===== src/rtl/irqu_pkg.sv =====
package irqu_pkg;
  localparam int unsigned SRC_N  = 5;
  localparam int unsigned DATA_W = 8;
  localparam int unsigned SEL_BIT = DATA_W - 1;
  localparam int unsigned PAD_W  = DATA_W - SRC_N - 1;

  typedef logic [SRC_N-1:0]  src_vec_t;
  typedef logic [DATA_W-1:0] bus_word_t;

  // New mask from a write word: bit SEL_BIT picks set or clear.
  function automatic src_vec_t mask_apply(src_vec_t cur, bus_word_t d);
    src_vec_t sel;
    sel = d[SRC_N-1:0];
    if (d[SEL_BIT]) return cur | sel;
    return cur & ~sel;
  endfunction

  function automatic logic any_enabled(src_vec_t flags, src_vec_t mask);
    return |(flags & mask);
  endfunction

  function automatic bus_word_t pack_status(src_vec_t flags, logic summary);
    return {summary, {PAD_W{1'b0}}, flags};
  endfunction
endpackage


===== src/rtl/irqu_flag_reg.sv =====
module irqu_flag_reg #(
  parameter int unsigned N = 5
) (
  input  logic         clk,
  input  logic         rst_n,
  input  logic [N-1:0] evt_i,
  input  logic         clr_i,
  output logic [N-1:0] flags_d_o,
  output logic [N-1:0] flags_q_o
);
  logic [N-1:0] flags_q;

  // Clear first, then merge new events so that none is dropped.
  always_comb flags_d_o = (clr_i ? '0 : flags_q) | evt_i;

  always_ff @(posedge clk) begin
    if (!rst_n) flags_q <= '0;
    else        flags_q <= flags_d_o;
  end

  assign flags_q_o = flags_q;
endmodule


===== src/rtl/irqu_mask_reg.sv =====
module irqu_mask_reg (
  input  logic                clk,
  input  logic                rst_n,
  input  logic                wr_i,
  input  irqu_pkg::bus_word_t data_i,
  output irqu_pkg::src_vec_t  mask_d_o,
  output irqu_pkg::src_vec_t  mask_q_o
);
  irqu_pkg::src_vec_t mask_q;

  always_comb mask_d_o = wr_i ? irqu_pkg::mask_apply(mask_q, data_i) : mask_q;

  always_ff @(posedge clk) begin
    if (!rst_n) mask_q <= '0;
    else        mask_q <= mask_d_o;
  end

  assign mask_q_o = mask_q;
endmodule


===== src/rtl/irqu_req_gen.sv =====
module irqu_req_gen (
  input  logic               clk,
  input  logic               rst_n,
  input  irqu_pkg::src_vec_t flags_d_i,
  input  irqu_pkg::src_vec_t mask_d_i,
  output logic               irq_n_o
);
  logic req_q;

  // Register the level from next-state values so it tracks the state edge for edge.
  always_ff @(posedge clk) begin
    if (!rst_n) req_q <= 1'b0;
    else        req_q <= irqu_pkg::any_enabled(flags_d_i, mask_d_i);
  end

  assign irq_n_o = ~req_q;
endmodule


===== src/rtl/irq_flag_mask_unit.sv =====
module irq_flag_mask_unit (
  input  logic       clk,
  input  logic       rst_n,
  input  logic [4:0] evt_i,
  input  logic       rd_stb,
  input  logic       wr_stb,
  input  logic [7:0] wr_data,
  output logic [7:0] rd_data,
  output logic       irq_n
);
  import irqu_pkg::*;

  src_vec_t flags_d, flags_q, mask_d, mask_q;
  logic     summary;
  logic     read_clear;

  assign read_clear = rd_stb;

  irqu_flag_reg #(.N(SRC_N)) u_flags (
    .clk       (clk),
    .rst_n     (rst_n),
    .evt_i     (evt_i),
    .clr_i     (read_clear),
    .flags_d_o (flags_d),
    .flags_q_o (flags_q)
  );

  irqu_mask_reg u_mask (
    .clk      (clk),
    .rst_n    (rst_n),
    .wr_i     (wr_stb),
    .data_i   (wr_data),
    .mask_d_o (mask_d),
    .mask_q_o (mask_q)
  );

  irqu_req_gen u_req (
    .clk       (clk),
    .rst_n     (rst_n),
    .flags_d_i (flags_d),
    .mask_d_i  (mask_d),
    .irq_n_o   (irq_n)
  );

  assign summary = any_enabled(flags_q, mask_q);
  assign rd_data = pack_status(flags_q, summary);
endmodule


===== config.mk =====
export PLATFORM = sky130hd
export DESIGN_NAME = irq_flag_mask_unit
export DESIGN_NICKNAME = d
export VERILOG_FILES = /design/src/rtl/irqu_pkg.sv /design/src/rtl/irqu_flag_reg.sv /design/src/rtl/irqu_mask_reg.sv /design/src/rtl/irqu_req_gen.sv /design/src/rtl/irq_flag_mask_unit.sv
export SDC_FILE = /design/constraint.sdc
export NUM_CORES = 1
export LEC_CHECK = 0
export BUFFER_PORTS_ARGS = -buffer_cell sky130_fd_sc_hd__buf_2
export CORE_AREA = 2 2 39 41
export CTS_BUF_LIST = sky130_fd_sc_hd__clkbuf_4
export DETAILED_ROUTE_END_ITERATION = 8
export DIE_AREA = 0 0 41 43
export HOLD_SLACK_MARGIN = 0.03
export PLACE_DENSITY = 0.73
export SYNTH_ARGS = -nofsm -noshare
export SYNTH_HDL_FRONTEND = slang
export SYNTH_SLANG_ARGS = --single-unit

===== constraint.sdc =====
create_clock -name clk -period 1.1 [get_ports clk]
set_clock_uncertainty 0.2 [all_clocks]
set_input_delay 0.22 -clock clk [delete_from_list [all_inputs] [get_ports clk]]
set_output_delay 0.22 -clock clk [all_outputs]
set_load 0.03 [all_outputs]

# After elaboration in Yosys (flattened, before gate mapping)
# Cells that the tools add are included.
# word_totals
register_bits,11
word_cells,17
output_inout_bits,9
# classes
n_bitwise,7
muxes,5
reduce_logical,2
# ops
cell,count
$mux W5,4
$and A5 B5 Y5,3
$or A5 B5 Y5,2
$reduce_or A5 Y1,2
$not A5 Y5,1
$mux W1,1
$not A1 Y1,1

# Logic depth before layout (Yosys ltp)
# Gate-level depths: netlist of the first run.
# logic_depth
word_depth,6
mapped_depth,4
mapped_depth_nobuf,4

# Hierarchy
# From an unflattened synthesis of the first run, not the netlist that was laid out.
# hier_totals
cells_unflattened,58
hier_area_um2,544.3
# by_module_without_submodules
module,n_inst,area_per_inst_um2,cells_per_inst
irqu_mask_reg,1,247.7,26
irqu_flag_reg,1,200.2,20
irqu_req_gen,1,48.8,5
irq_flag_mask_unit,1,47.5,7

# Worst setup path after synthesis of the first run
# OpenSTA, ideal clock, no wires.
# synth_timing
path_type,register to output
startpoint,register u_flags.flags_q[0] (netlist: u_flags.flags_q_o[0])
endpoint,output rd_data[7]
stages_incl_launch_ff,4
arrival_ns,0.966
n_path_buf,1
required_ns,0.680
slack_ns,-0.286
cell_sequence,dfxtp_1 a222oi_1 nand2_1 buf_4
# synth_via
elab_chain_len,2
# synth_rtl
item,line,rtl
from (decl),irqu_flag_reg.sv:11,logic [N-1:0] flags_q;
from (signal assigned),irqu_flag_reg.sv:18,else flags_q <= flags_d_o;
$and A5 B5 Y5,irqu_pkg.sv:19,return |(flags & mask);
$reduce_or A5 Y1,irqu_pkg.sv:19,
to (decl),irq_flag_mask_unit.sv:8,"output logic [7:0] rd_data,"
# Every way passes these cells.

# Worst setup path after layout of the first run
# Same ends and word-level chain as after synthesis.

==> results.cfg, run 1 <==
[die]
io_pins = 26
die-area_um2 = 1760
core_area_um2 = 1380
fp.dieH_um = 43
start_util_pct = 33.5
rows = 14
die_w_um = 41

[layout]
syn_to_final_growth_pct = 61.7
layout-drive-gt1-share_pct = 58.2
nets = 97
nFillCells = 123
stdcell_count = 95
antenna_cells = 0

[clock_tree]
cts_tree = done
cts_buffer_depth = 2
cts_made_buffers = 3
clkLatencyLatePin_ns = 0.26
clock_sinks = 11
h-tree-depth = 1
root_buffer = clkbuf_4
clkSlewWorstSetupHoldPaths_ns = 0.07

[power_and_ir_drop]
p_int_w = 0.000698
clockPowerShare_pct = 30.8
peakVddDrop_mv = 0.619
p_sw_share_pct = 27.9
combPwrFrac_pct = 23.7
seq_power_share_pct = 45.4
switchingPower_w = 0.000270
power.density_nw_per_um2 = 1290
p_leak_nw = 0.367

[place]
dpl_worst_slack_ns = -0.284
gp_congestion = 0.700
place_inst = 90
io_buffers = 21
place_hpwl_um = 776

[yosys]
syn_avg_cell_area_um2 = 9.28
post_synth_instance_area_um2 = 464
synth.distinct_cells = 16
synthCells = 50
ys_ff_latch = 11
ys_warn_count = 0
synth-seq-area-share_pct = 47.4

[global_route]
antenna_found_initial = 0
grt_pass1_wl_um = 1730
track_usage_pct = 14.4
grt_start_max_net_pins = 12
first_global_vias = 412
grt_remaining_overflow = 0

[sta]
min_period_ns = 1.61
layout_setup_ws_ns = -0.510
rsz0062_at_grt = true
hold_ws_ns = -0.00575
maxSlewViolCount = 0
period_share_pct = 146
fin_setup_tns_ns = -1.53
final_hold_viol_count = 2
fmax_ghz = 0.621
setup_viol = 9

[worst_hold_path]
min_path_cells = 3
hold_path.startpoint = evt_i[3]
min-delay-path-class = in2reg
min_to = u_flags.flags_q_o[3]

[worst_setup_path]
cp_max_fo = 2
cp.arrival_ns = 1.19
crit_path_end_kind = output pin
worst-path-buf-inv = 1
crit_family = flip-flops
start_kind = flip-flop
reg2reg_to = u_req.req_q
r2r-start = u_flags.flags_q_o[0]
crit_type = reg2out
critPathRequiredTime_ns = 0.68
slowest_stage = dfxtp_4
r2r_cells = 4
crit_path_max_incr_delay_ns = 0.34
regToRegSetupSlack_ns = -0.21
crit_chain = a222oi_1 -> nand2_1 -> buf_2

[drt]
routed_wl_um = 1100
num_vias = 434
drtPass1Iterations = 4
postRouteAntennaNets = 0
viasPerCell = 4.57
post_drt_wl_per_cell_um = 11.6
drt_iter0_drc = 25
drc = 0

[status]
violations = negative hold slack, negative setup slack
outcome = finished, violations left

[flow_run]
cap_violations = 0
## cell usage after synthesis (all sizes together)
| cell type | count | share of area, % |
|---|---|---|
| nor2b | 8 | 11 |
| mux2i | 5 | 11 |
| a21oi | 5 | 5.4 |
| clkbuf | 1 | 0.81 |
| nor2 | 1 | 0.81 |
| buf | 3 | 4.9 |
| conb | 1 | 0.81 |
| and2b | 2 | 3.5 |
| o31a | 1 | 1.9 |
| a222oi | 1 | 2.2 |
| inv | 2 | 1.6 |
| a22oi | 1 | 1.6 |
| o22ai | 2 | 2.7 |
| nand2 | 6 | 4.9 |
| dfxtp | 11 | 47 |
## cells in the final DEF (no fill, tap or decap), types with 2 or more instances in the layout
cell type and count:
conb_1 2, nand2_1 6, dfxtp_1 5, dfxtp_4 5
mux2i_1 5, buf_4 4, a21oi_2 4, clkbuf_4 4
buf_2 15, buf_6 9, nor2b_1 8
## registers in the layout, summed over array words and instances (netlist names)
| name | flops |
|---|---|
| u_mask.mask_q_o | 5 |
| u_flags.flags_q_o | 5 |
| u_req.req_q | 1 |
## through the flow
step           total power, W  utilization [%]  area [um2]
5_1_grt               0.00101             54.2         751
3_5_place_dp         0.000636             46.7         647
4_1_cts              0.000965             52.8         731
2_1_floorplan        0.000567                -         503
6_report             0.000968             54.2         751
3_3_place_gp         0.000636             46.7         647
## tightest hold or removal path: stages
cell     delay (ns)
buf_2          0.08
a21oi_2        0.03
nor2b_1        0.08
## per-layer routing
layer	track usage [%]	share of wire, %
met3	1.57	7.6
met4	8.00	0
met1	19.6	40
met5	0	0
met2	21.3	52
## logic make-up (layout without fill, tap and decap cells)
| kind of cell | after synthesis | count (layout) | share of synthesized area, % |
|---|---|---|---|
| muxes | 5 | 5 | 10.8 |
| buffers and inverters | 6 | 34 | 7.28 |
| other | 1 | 2 | 0.808 |
| AOI/OAI and AO/OA | 10 | 10 | 13.7 |
| DFF | 11 | 11 | 47.4 |
| and+or+nand+nor | 17 | 17 | 19.9 |
## repair_timing
item | CTS | global route
pin swaps | 3 | 0
setup buffers | 1 | 0
gates resized for setup | 16 | 4
hold endpoints to repair | 3 | 2
setup endpoints to repair | 8 | 9
## how the worst max path moves through the flow
stage,from,to,slack (ns),depth (start not counted)
floorplan,u_flags.flags_q_o[0],rd_data[7],-0.22,3
global placement,wr_stb,u_req.req_q,-0.24,5
detailed placement,wr_stb,u_req.req_q,-0.28,5
CTS,u_flags.flags_q_o[0],rd_data[7],-0.53,3
global route,u_flags.flags_q_o[0],rd_data[7],-0.60,3
finish,u_flags.flags_q_o[0],rd_data[7],-0.51,3
## power by group through the flow
stage	sequential (W)	combinational [W]	clock (W)
global placement	0.000446	0.000190	0
detailed placement	0.000445	0.000191	0
global route	0.000443	0.000249	0.000323
floorplan	0.000468	0.0000986	0
CTS	0.000439	0.000221	0.000305
finish	0.000440	0.000230	0.000298
## cell type report
| cell class | count | area (um2) | share of cell area (%) |
|---|---|---|---|
| multi-input cells | 34 | 246 | 32.8 |
| flip-flops and latches | 11 | 240 | 32.0 |
| repair buffers | 28 | 206 | 27.5 |
| clock buffers | 4 | 30.0 | 4.00 |
| well taps | 16 | 20.0 | 2.67 |
| inverters | 2 | 7.51 | 1.00 |
Note: power is estimated with default switching activity, not from simulation.
==> inputs of run 2 (changes only) <==
Settings changed: SKIP_LAST_GASP set to 1.
==> results.cfg, run 2 (synthesized netlist as in run 1, its figures left out) <==
[status]
outcome = finished, violations left
violations = negative hold slack, negative setup slack

[global_route]
first_global_vias = 409
track_usage_pct = 14.3
grt_start_max_net_pins = 12
grt_pass1_wl_um = 1720
grt_remaining_overflow = 0
antenna_found_initial = 0

[layout]
layout-drive-gt1-share_pct = 58.2
multi_input_area_um2 = 246
design_area_um2 = 747
stdcell_count = 95
nets = 97
nFillCells = 123
antenna_cells = 0
syn_to_final_growth_pct = 60.9
final_cell_mix = buf_2 (15), nor2b_1 (8), buf_6 (8)
seq_area_um2 = 240
mostFrequentLayoutCell = buf_2

[sta]
hold_ws_ns = -0.00564
min_period_ns = 1.61
layout_setup_ws_ns = -0.510
period_share_pct = 146
rsz0062_at_grt = true
fmax_ghz = 0.621
fin_setup_tns_ns = -1.55
setup_viol = 9
maxSlewViolCount = 0
final_hold_viol_count = 2

[power_and_ir_drop]
p_sw_share_pct = 27.9
p_int_w = 0.000696
total_power_w = 0.000966
seq_power_share_pct = 45.5
switchingPower_w = 0.000269
power.density_nw_per_um2 = 1290
combPwrFrac_pct = 23.6
p_leak_nw = 0.366
peakVddDrop_mv = 0.619
clockPowerShare_pct = 30.9

[drt]
drtPass1Iterations = 4
postRouteAntennaNets = 0
post_drt_wl_per_cell_um = 11.6
drt_iter0_drc = 25
routed_wl_um = 1100
drc = 0
num_vias = 434
viasPerCell = 4.57

[place]
place_hpwl_um = 776
place_inst = 90
gp_congestion = 0.700
io_buffers = 21
place_area_um2 = 647

[clock_tree]
clock_sinks = 11
root_buffer = clkbuf_4
clkLatencyLatePin_ns = 0.26
cts_tree = done
cts_made_buffers = 3
h-tree-depth = 1
clkSlewWorstSetupHoldPaths_ns = 0.07
cts_buffer_depth = 2

[die]
core_area_um2 = 1380
rows = 14
die-area_um2 = 1760
start_util_pct = 33.5
fp.dieH_um = 43
io_pins = 26
die_w_um = 41

[worst_setup_path]
start_kind = flip-flop
cp.arrival_ns = 1.19
crit_path_end_kind = output pin
cp_max_fo = 2
critPathRequiredTime_ns = 0.68
crit_type = reg2out

[worst_hold_path]
min-delay-path-class = in2reg

[flow_run]
cap_violations = 0
run 2: cell counts in the layout (fill, tap and decap cells not counted):
Identical to the previous run, type by type.
run 2: repair_timing:
| item | in CTS | in global routing |
|---|---|---|
| endpoints found under the hold margin | 3 | 2 |
| gates resized for setup | 15 | 4 |
| pin swaps | 3 | 0 |
| buffers inserted | 1 | 0 |
| setup endpoints to repair | 8 | 9 |
run 2: area by class of cell:
type	count	area share (%)
multi-input combinational	34	33.0
sequential	11	32.2
timing repair buffer	28	27.1
clock buffer	4	4.02
tap	16	2.68
inverter	2	1.01
run 2: worst max-delay path, stage by stage, from the launching register on:
cell      delay, ns
dfxtp_4        0.34
a222oi_1       0.32
nand2_1        0.08
buf_2          0.18
run 2: through the flow:
stage / worst slack [ns] / utilization (%) / hold WS, ns
6_report: -0.510 / 54.0 / -0.00564
5_1_grt: -0.602 / 54.0 / -0.00230
4_1_cts: -0.525 / 52.5 / -0.00693
3_5_place_dp: -0.284 / 46.7 / 0.267
3_3_place_gp: -0.243 / 46.7 / 0.260
2_1_floorplan: -0.222 / - / 0.147
run 2: path summary, 6_finish.rpt:
kind | slack [ns] | to | cells after the start | start
worst min-delay path | -0.006 | u_flags.flags_q_o[3] | 3 | evt_i[3]
worst min register to register | 0.33 | u_flags.flags_q_o[3] | 2 | u_flags.flags_q_o[3]
worst max-delay path | -0.51 | rd_data[7] | 3 | u_flags.flags_q_o[0]
worst max register to register | -0.21 | u_req.req_q | 4 | u_flags.flags_q_o[0]
run 2: power by group through the flow:
stage	clock network [W]	logic, W	registers (W)
after floorplan	0	0.0000986	0.000468
after global placement	0	0.000190	0.000446
after detailed placement	0	0.000191	0.000445
after CTS	0.000305	0.000220	0.000439
after global routing	0.000323	0.000247	0.000442
final	0.000298	0.000228	0.000439
run 2: per-layer routing:
layer / vias to the layer above / wire length [um] / GRT usage (%) / share of wire [%]
met1: 193 / 444 / 19.3 / 40
met2: 20 / 571 / 21.3 / 52
li1: 221 / - / - / -
met4: 0 / 0 / 8.00 / 0
met3: 0 / 83 / 1.57 / 7.6
met5: - / 0 / 0 / 0
==> inputs of run 3 (changes only) <==
==> constraint.sdc (replaced) <==
create_clock -name clk -period 1.1 [get_ports clk]
set_clock_uncertainty 0.2 [all_clocks]
set_input_delay 0.11 -clock clk [delete_from_list [all_inputs] [get_ports clk]]
set_output_delay 0.11 -clock clk [all_outputs]
set_load 0.03 [all_outputs]
==> results.cfg, run 3 (synthesized netlist as in run 1, its figures left out) <==
[place]
place_inst = 87
gp_congestion = 0.657
io_buffers = 21
place_area_um2 = 612

[power_and_ir_drop]
peakVddDrop_mv = 0.511
p_leak_nw = 0.342
power.density_nw_per_um2 = 1370

[worst_setup_path]
worst-path-buf-inv = 1
critPathRequiredTime_ns = 0.79
crit_type = reg2out
slowest_stage = dfxtp_4
crit_chain = a222oi_1 -> nand2_1 -> buf_2
cp_max_fo = 3
start_kind = flip-flop
crit_family = flip-flops
crit_path_max_incr_delay_ns = 0.35
crit_path_end_kind = output pin
cp.arrival_ns = 1.17

[clock_tree]
h-tree-depth = 1
clkSlewWorstSetupHoldPaths_ns = 0.07
cts_tree = done
cts_made_buffers = 3
root_buffer = clkbuf_4
cts_setup_buffers = 0
clock_sinks = 11
clkLatencyLatePin_ns = 0.27
cts_buffer_depth = 2
postCtsHoldBufs = 1

[sta]
final_hold_viol_count = 4
setup_viol = 3
fin_setup_tns_ns = -0.495
fmax_ghz = 0.677
min_period_ns = 1.48
layout_setup_ws_ns = -0.378
maxSlewViolCount = 0
hold_ws_ns = -0.117
rsz0062_at_grt = true
period_share_pct = 134

[drt]
drc = 0
routed_wl_um = 979
drt_iter0_drc = 10
drtPass1Iterations = 4
viasPerCell = 4.60
post_drt_wl_per_cell_um = 10.6
num_vias = 423
postRouteAntennaNets = 0

[global_route]
grt_remaining_overflow = 0
grt_pass1_wl_um = 1520
grt_start_max_net_pins = 12
track_usage_pct = 13.2
antenna_found_initial = 0
first_global_vias = 405

[die]
rows = 14
io_pins = 26
fp.dieH_um = 43
die_w_um = 41
die-area_um2 = 1760
start_util_pct = 33.5
core_area_um2 = 1380

[flow_run]
cap_violations = 0

[layout]
layout-drive-gt1-share_pct = 51.3
final_cell_mix = buf_2 (16), nor2b_1 (8), nand2_1 (6)
design_area_um2 = 688
antenna_cells = 0
mostFrequentLayoutCell = buf_2
syn_to_final_growth_pct = 48.2
multi_input_area_um2 = 229
nets = 94
seq_area_um2 = 233
nFillCells = 142
fin_util_pct = 49.7
stdcell_count = 92

[status]
outcome = finished, violations left
violations = negative hold slack, negative setup slack

[worst_hold_path]
min-delay-path-class = in2reg
-- run 3: changes by cell type in the layout (fill, tap and decap cells not counted), sizes merged --
cell and change:
buf -4, dlygate4sd3 +1
-- run 3: metrics by stage --
stage,worst slack [ns],hold slack [ns],power (W)
floorplan,-0.108,0.0380,0.000571
global placement,-0.118,0.151,0.000626
detailed placement,-0.151,0.163,0.000629
CTS,-0.387,-0.110,0.000933
global route,-0.482,-0.0998,0.000985
finish,-0.378,-0.117,0.000941
-- run 3: final cells by class --
class	instances	area share, %
Clock buffer	4	4.36
Inverter	2	1.09
Sequential cell	11	33.8
Tap cell	16	2.91
Multi-Input combinational cell	34	33.3
Timing Repair Buffer	25	24.5
-- run 3: worst register-to-register path, delay by kind of cell, from the launching register on --
kind               cells  cell delay [ns]
DFF                    1             0.34
AOI/OAI and AO/OA      3             0.54
-- run 3: timing repair --
| item | CTS | global route |
|---|---|---|
| cloned | 0 | 0 |
| setup endpoints to repair | 8 | 8 |
| hold endpoints to repair | 11 | 4 |
| resized for setup | 6 | 7 |
-- run 3: per-layer routing --
metal | vias up | wire [um] | track usage [%]
met2 | 16 | 455 | 21.6
met1 | 186 | 443 | 13.4
met5 | - | 0 | 0
met3 | 4 | 47 | 1.57
li1 | 217 | - | -
met4 | 0 | 33 | 12.0
-- run 3: where the power goes --
| group | switching, W | internal, W | leakage [nW] | total [W] |
|---|---|---|---|---|
| registers | 0.0000191 | 0.000424 | 0.0931 | 0.000443 |
| clock network | 0.000136 | 0.000165 | 0.0184 | 0.000301 |
| logic | 0.000104 | 0.0000927 | 0.231 | 0.000197 |
| total | 0.000259 | 0.000682 | 0.342 | 0.000941 |
-- run 3: path summary, 6_finish.rpt --
| path | depth (start not counted) | from | to | slack, ns |
|---|---|---|---|---|
| worst max-delay path | 3 | u_flags.flags_q_o[0] | rd_data[7] | -0.38 |
| worst min-delay path | 3 | evt_i[4] | u_flags.flags_q_o[4] | -0.12 |
| worst max register to register | 3 | u_flags.flags_q_o[4] | u_req.req_q | -0.10 |
| worst min register to register | 2 | u_flags.flags_q_o[4] | u_flags.flags_q_o[4] | 0.35 |
